===== config.mk =====
export PLATFORM = sky130hd
export DESIGN_NAME = syserr_report
export DESIGN_NICKNAME = d
export VERILOG_FILES = /design/src/rtl/syserr_pkg.sv /design/src/rtl/syserr_qualify.sv /design/src/rtl/syserr_sec_detect.sv /design/src/rtl/syserr_w1c_bank.sv /design/src/rtl/syserr_report.sv
export SDC_FILE = /design/constraint.sdc
export NUM_CORES = 1
export LEC_CHECK = 0
export ABC_AREA = 1
export BUFFER_PORTS_ARGS = -buffer_cell sky130_fd_sc_hd__buf_2
export CORE_UTILIZATION = 37
export DETAILED_ROUTE_END_ITERATION = 16
export MAX_ROUTING_LAYER = met4
export PLACE_DENSITY = 0.72
export SYNTH_ARGS = -nofsm -noshare
export SYNTH_HDL_FRONTEND = slang
export SYNTH_SLANG_ARGS = --single-unit
export TNS_END_PERCENT = 50

===== constraint.sdc =====
create_clock -name clk -period 0.9 [get_ports clk]
set_clock_uncertainty 0.2 [all_clocks]
set_input_delay 0.18 -clock clk [delete_from_list [all_inputs] [get_ports clk]]
set_output_delay 0.18 -clock clk [all_outputs]
set_load 0.02 [all_outputs]

===== src/rtl/syserr_pkg.sv =====
package syserr_pkg;
   localparam int unsigned REG_STATUS  = 0;
   localparam int unsigned REG_REASON  = 1;
   localparam int unsigned STAT_SIG    = 0;
   localparam int unsigned STAT_RCV    = 1;
   localparam int unsigned STAT_W      = 2;

   typedef enum logic {
      SEC_LEVEL = 1'b0,
      SEC_EDGE  = 1'b1
   } sec_mode_e;
endpackage


===== src/rtl/syserr_qualify.sv =====
module syserr_qualify #(
   parameter int unsigned N_EVT = 7
) (
   input  logic [N_EVT-1:0] evt_i,
   input  logic [N_EVT-2:0] mask_i,
   input  logic             cmd_en_i,
   input  logic             mto_en_i,
   input  logic             fwd_en_i,
   input  logic             sec_hit_i,
   output logic [N_EVT-1:0] fire_o,
   output logic             assert_o
);
   localparam int unsigned N_MASKABLE = N_EVT - 1;

   logic [N_EVT-1:0] allow;

   // maskable events: allowed when the suppress bit is clear
   for (genvar g = 0; g < N_MASKABLE; g++) begin : g_mask
      assign allow[g] = ~mask_i[g];
   end
   // master timeout: allowed only through its own enable
   assign allow[N_EVT-1] = mto_en_i;

   assign fire_o   = evt_i & allow & {N_EVT{cmd_en_i}};
   assign assert_o = (|fire_o) | (cmd_en_i & fwd_en_i & sec_hit_i);
endmodule


===== src/rtl/syserr_sec_detect.sv =====
module syserr_sec_detect #(
   parameter syserr_pkg::sec_mode_e MODE = syserr_pkg::SEC_EDGE
) (
   input  logic clk,
   input  logic rst_n,
   input  logic sec_n_i,
   output logic hit_o,
   output logic low_o
);
   assign low_o = ~sec_n_i;

   if (MODE == syserr_pkg::SEC_EDGE) begin : g_edge
      logic prev_n_q;
      always_ff @(posedge clk or negedge rst_n) begin
         if (!rst_n) prev_n_q <= 1'b1;
         else        prev_n_q <= sec_n_i;
      end
      assign hit_o = prev_n_q & ~sec_n_i;
   end else begin : g_level
      logic unused_clkrst;
      assign unused_clkrst = clk ^ rst_n;
      assign hit_o = ~sec_n_i;
   end
endmodule


===== src/rtl/syserr_w1c_bank.sv =====
module syserr_w1c_bank #(
   parameter int unsigned WIDTH = 2
) (
   input  logic             clk,
   input  logic             rst_n,
   input  logic [WIDTH-1:0] set_i,
   input  logic [WIDTH-1:0] clr_i,
   output logic [WIDTH-1:0] q_o
);
   for (genvar b = 0; b < WIDTH; b++) begin : g_bit
      always_ff @(posedge clk or negedge rst_n) begin
         if (!rst_n)        q_o[b] <= 1'b0;
         else if (set_i[b]) q_o[b] <= 1'b1;
         else if (clr_i[b]) q_o[b] <= 1'b0;
      end
   end
endmodule


===== src/rtl/syserr_report.sv =====
module syserr_report #(
   parameter int unsigned          N_EVT    = 7,
   parameter int unsigned          ADDR_W   = 2,
   parameter int unsigned          DATA_W   = 8,
   parameter syserr_pkg::sec_mode_e SEC_MODE = syserr_pkg::SEC_EDGE
) (
   input  logic              clk,
   input  logic              rst_n,
   input  logic              cmd_serr_en_i,
   input  logic              fwd_en_i,
   input  logic              mto_en_i,
   input  logic [N_EVT-2:0]  evt_mask_i,
   input  logic [N_EVT-1:0]  evt_i,
   input  logic              sec_serr_n_i,
   input  logic              wr_en_i,
   input  logic [ADDR_W-1:0] wr_addr_i,
   input  logic [DATA_W-1:0] wr_data_i,
   input  logic [ADDR_W-1:0] rd_addr_i,
   output logic [DATA_W-1:0] rd_data_o,
   output logic              serr_drive_o
);
   import syserr_pkg::*;

   localparam logic [ADDR_W-1:0] A_STATUS = ADDR_W'(REG_STATUS);
   localparam logic [ADDR_W-1:0] A_REASON = ADDR_W'(REG_REASON);

   if (N_EVT < 2) begin : g_bad_nevt
      $error("N_EVT must be at least 2");
   end
   if (DATA_W < N_EVT || DATA_W < STAT_W) begin : g_bad_dataw
      $error("DATA_W too narrow for the register fields");
   end
   if (ADDR_W < 1) begin : g_bad_addrw
      $error("ADDR_W must be at least 1");
   end

   logic             sec_hit;
   logic             sec_low;
   logic [N_EVT-1:0] fire;
   logic             raise;
   logic             drive_q;
   logic             wr_status;
   logic             wr_reason;
   logic [STAT_W-1:0] stat_set;
   logic [STAT_W-1:0] stat_clr;
   logic [STAT_W-1:0] stat_q;
   logic [N_EVT-1:0] rsn_clr;
   logic [N_EVT-1:0] rsn_q;
   logic             sig_q;
   logic             rcv_q;
   logic             unused_wr_hi;

   syserr_sec_detect #(.MODE(SEC_MODE)) u_sec (
      .clk     (clk),
      .rst_n   (rst_n),
      .sec_n_i (sec_serr_n_i),
      .hit_o   (sec_hit),
      .low_o   (sec_low)
   );

   syserr_qualify #(.N_EVT(N_EVT)) u_qual (
      .evt_i     (evt_i),
      .mask_i    (evt_mask_i),
      .cmd_en_i  (cmd_serr_en_i),
      .mto_en_i  (mto_en_i),
      .fwd_en_i  (fwd_en_i),
      .sec_hit_i (sec_hit),
      .fire_o    (fire),
      .assert_o  (raise)
   );

   always_ff @(posedge clk or negedge rst_n) begin
      if (!rst_n) drive_q <= 1'b0;
      else        drive_q <= raise;
   end
   assign serr_drive_o = drive_q;

   assign wr_status = wr_en_i && (wr_addr_i == A_STATUS);
   assign wr_reason = wr_en_i && (wr_addr_i == A_REASON);

   always_comb begin
      stat_set           = '0;
      stat_set[STAT_SIG] = raise;
      stat_set[STAT_RCV] = sec_low;
   end
   assign stat_clr = wr_status ? wr_data_i[STAT_W-1:0] : '0;
   assign rsn_clr  = wr_reason ? wr_data_i[N_EVT-1:0]  : '0;
   assign unused_wr_hi = ^wr_data_i;

   syserr_w1c_bank #(.WIDTH(STAT_W)) u_stat (
      .clk   (clk),
      .rst_n (rst_n),
      .set_i (stat_set),
      .clr_i (stat_clr),
      .q_o   (stat_q)
   );

   syserr_w1c_bank #(.WIDTH(N_EVT)) u_rsn (
      .clk   (clk),
      .rst_n (rst_n),
      .set_i (fire),
      .clr_i (rsn_clr),
      .q_o   (rsn_q)
   );

   assign sig_q = stat_q[STAT_SIG];
   assign rcv_q = stat_q[STAT_RCV];

   always_comb begin
      rd_data_o = '0;
      if (rd_addr_i == A_STATUS)      rd_data_o = DATA_W'(stat_q);
      else if (rd_addr_i == A_REASON) rd_data_o = DATA_W'(rsn_q);
   end
endmodule


==> out/results.txt <==
clk buf depth: 2
combinational share of power: 0.308
cts hold-fix bufs: 1
final setup fails: 10
site row count: 14
Final HPWL DP: 1170 µm
n_diodes: 0
commonest non-fill, non-tap cell in the layout: buf_2
Int Power: 0.924 mW
R2R Setup Slk: -0.17 ns
vias post-DR: 681
Slew Limit Fails: 0
fin util: 0.662
number of global-route vias before repair: 572
CTS tree: yes
final hold violations: 5
total gr overflow: 0
Starting Density: 0.415
worst hold margin: -0.0455 ns
Reg2Reg Launch Point: u_sec.g_edge.prev_n_q
worst min path class: in2reg
area of the multi-input gates: 317 µm²
core area: 1580 µm²
Root Buffer: clkbuf_4
post-layout power: 1.34 mW
Clock Pin Slew Worst Setup and Hold Paths: 0.07 ns
GRT Total Usage: 0.182
largest net degree at the start of global routing: 12
worst vdd ir: 0.824 mV
nets: 172
Cells after Synth: 88
post-synthesis sequential area ratio: 0.423
Die Area: 1940 µm²
Layout Cells excl Fill: 155
Chip Height: 44.1 µm
fraction of layout cells with a size suffix above 1: 0.568
Reg2Reg Depth: 6
antenna violations before repair: 0
clock share of power: 0.249
setup ws final: -0.429 ns
Area Overhead vs Synth: 59.5%
outcome: finished with violations
Die W: 44.1 µm
synthesized area: 654 µm²
Yosys cell types: 17
failing checks: design-rule violations, negative hold slack, negative setup slack
crit share post-route: 1.48
WP data arrival: 0.95 ns
CP endpoint kind: primary output
Seq pwr share: 0.443
Initial DRC Count: 11
register area: 277 µm²
leak pwr: 0.607 nW
clock tree sinks: 11
switching power: 0.414 mW
Vias/cell: 4.39
Boundary Pins: 41
fillers: 139
Sw Share: 0.309
DRT Wirelength: 1490 µm
first-pass GRT wire length: 2450 µm
placed insts: 149
pwr/cell area: 1280 nW/µm²
max frequency: 753 MHz
Residual DRC: 2
Hold Crit Start: sec_serr_n_i
CP Launch Point: u_rsn.q_o[0]
total number of H-tree levels: 1
Crit Path Class: reg2out
hold path cells: 2
final RePlAce weighted congestion: 0.760
Ys Warns: 0
CP required: 0.52 ns
RSZ-0062 raised after global routing: true
pre-CTS setup slack: -0.345 ns
post-DR wirelength/cell: 9.61 µm
Port Buffers: 38
post-synthesis register bit count: 11
fin crit period: 1.33 ns
post-synth net total: 120
commonest cells after routing, fill and taps aside: 31 x buf_2, 17 x inv_1, 15 x nand2_1, 13 x buf_4, 10 x dfrtp_1
router iterations before antenna repair: 10
MaxCap Viol Count: 0
Clock Latency Late Sink: 0.26 ns
Num CTS Buffers: 3
Post-DRT Antenna Nets: 0
crit path max fanout: 2
CP startpoint kind: flop
Syn Area/Cell: 7.44 µm²
sequential cells by signal, summed over array words and instances, names as in the netlist:
register	flops
serr_drive_o	1
u_sec.g_edge.prev_n_q	1
u_stat.q_o	2
u_rsn.q_o	7
kinds of logic (layout without fill, tap and decap cells):
family,Yosys count,in the layout,synth area share
compound gates,10,10,0.0765
flops,11,11,0.423
other cells,1,1,0.00573
simple gates,39,39,0.319
buf+inv,27,78,0.176
routing by layer:
| metal | wire length, µm | up-vias | track usage | share of wire |
|---|---|---|---|---|
| met3 | 81 | 2 | 0.0367 | 0.054 |
| met5 | 0 | - | - | 0 |
| met1 | 653 | 289 | 0.235 | 0.44 |
| li1 | - | 363 | - | - |
| met2 | 735 | 27 | 0.279 | 0.49 |
| met4 | 19 | 0 | 0.0727 | 0.013 |
cell usage after synthesis, drive strengths merged:
| cell | instances | area (µm²) |
|---|---|---|
| buf | 2 | 18.8 |
| dfstp | 1 | 26.3 |
| dfrtp | 10 | 250 |
| o21ai | 10 | 50.1 |
| or2 | 1 | 6.26 |
| nand2 | 17 | 63.8 |
| nand3 | 12 | 95.1 |
| nand4 | 1 | 6.26 |
| nor2 | 8 | 37.5 |
| conb | 1 | 3.75 |
| clkinv | 1 | 3.75 |
| inv | 24 | 92.6 |
critical path: stages (launching register included):
cell and delay, ns:
dfrtp_1 0.40, nand3_2 0.10, o21ai_4 0.06, buf_6 0.13
power by group through the flow:
stage,logic (mW),registers (mW),clock network [mW]
finish,0.411,0.593,0.333
global route,0.459,0.599,0.374
CTS,0.407,0.589,0.347
detailed placement,0.369,0.594,0
global placement,0.361,0.591,0
floorplan,0.210,0.595,0
metrics by stage:
stage	instance area (µm²)	TNS [ns]
4_1_cts	1030	-3.30
5_1_grt	1040	-3.72
6_report	1040	-3.23
3_5_place_dp	948	-3.24
3_3_place_gp	948	-3.24
2_1_floorplan	689	-0.969
path summary, 6_finish.rpt:
check | end
hold reg to reg | u_rsn.q_o[6]
max in group asynchronous | u_sec.g_edge.prev_n_q
setup / recovery | rd_data_o[0]
min in group asynchronous | u_rsn.q_o[4]
hold / removal | u_sec.g_edge.prev_n_q
setup reg to reg | u_stat.q_o[0]
what timing repair did:
action / CTS / global route
endpoints found under the setup margin: 10 / 11
hold endpoints to repair: 17 / 4
pin swaps: 7 / 0
setup buffers: 0 / 1
resized for setup: 15 / 5
final cells by class:
type / count / share of cell area
Inverter: 25 / 0.0923
Sequential cell: 11 / 0.265
Tap cell: 16 / 0.0192
Clock buffer: 4 / 0.0252
Multi-Input combinational cell: 50 / 0.303
Timing Repair Buffer: 49 / 0.295
Note: power is estimated with default switching activity, not from simulation.
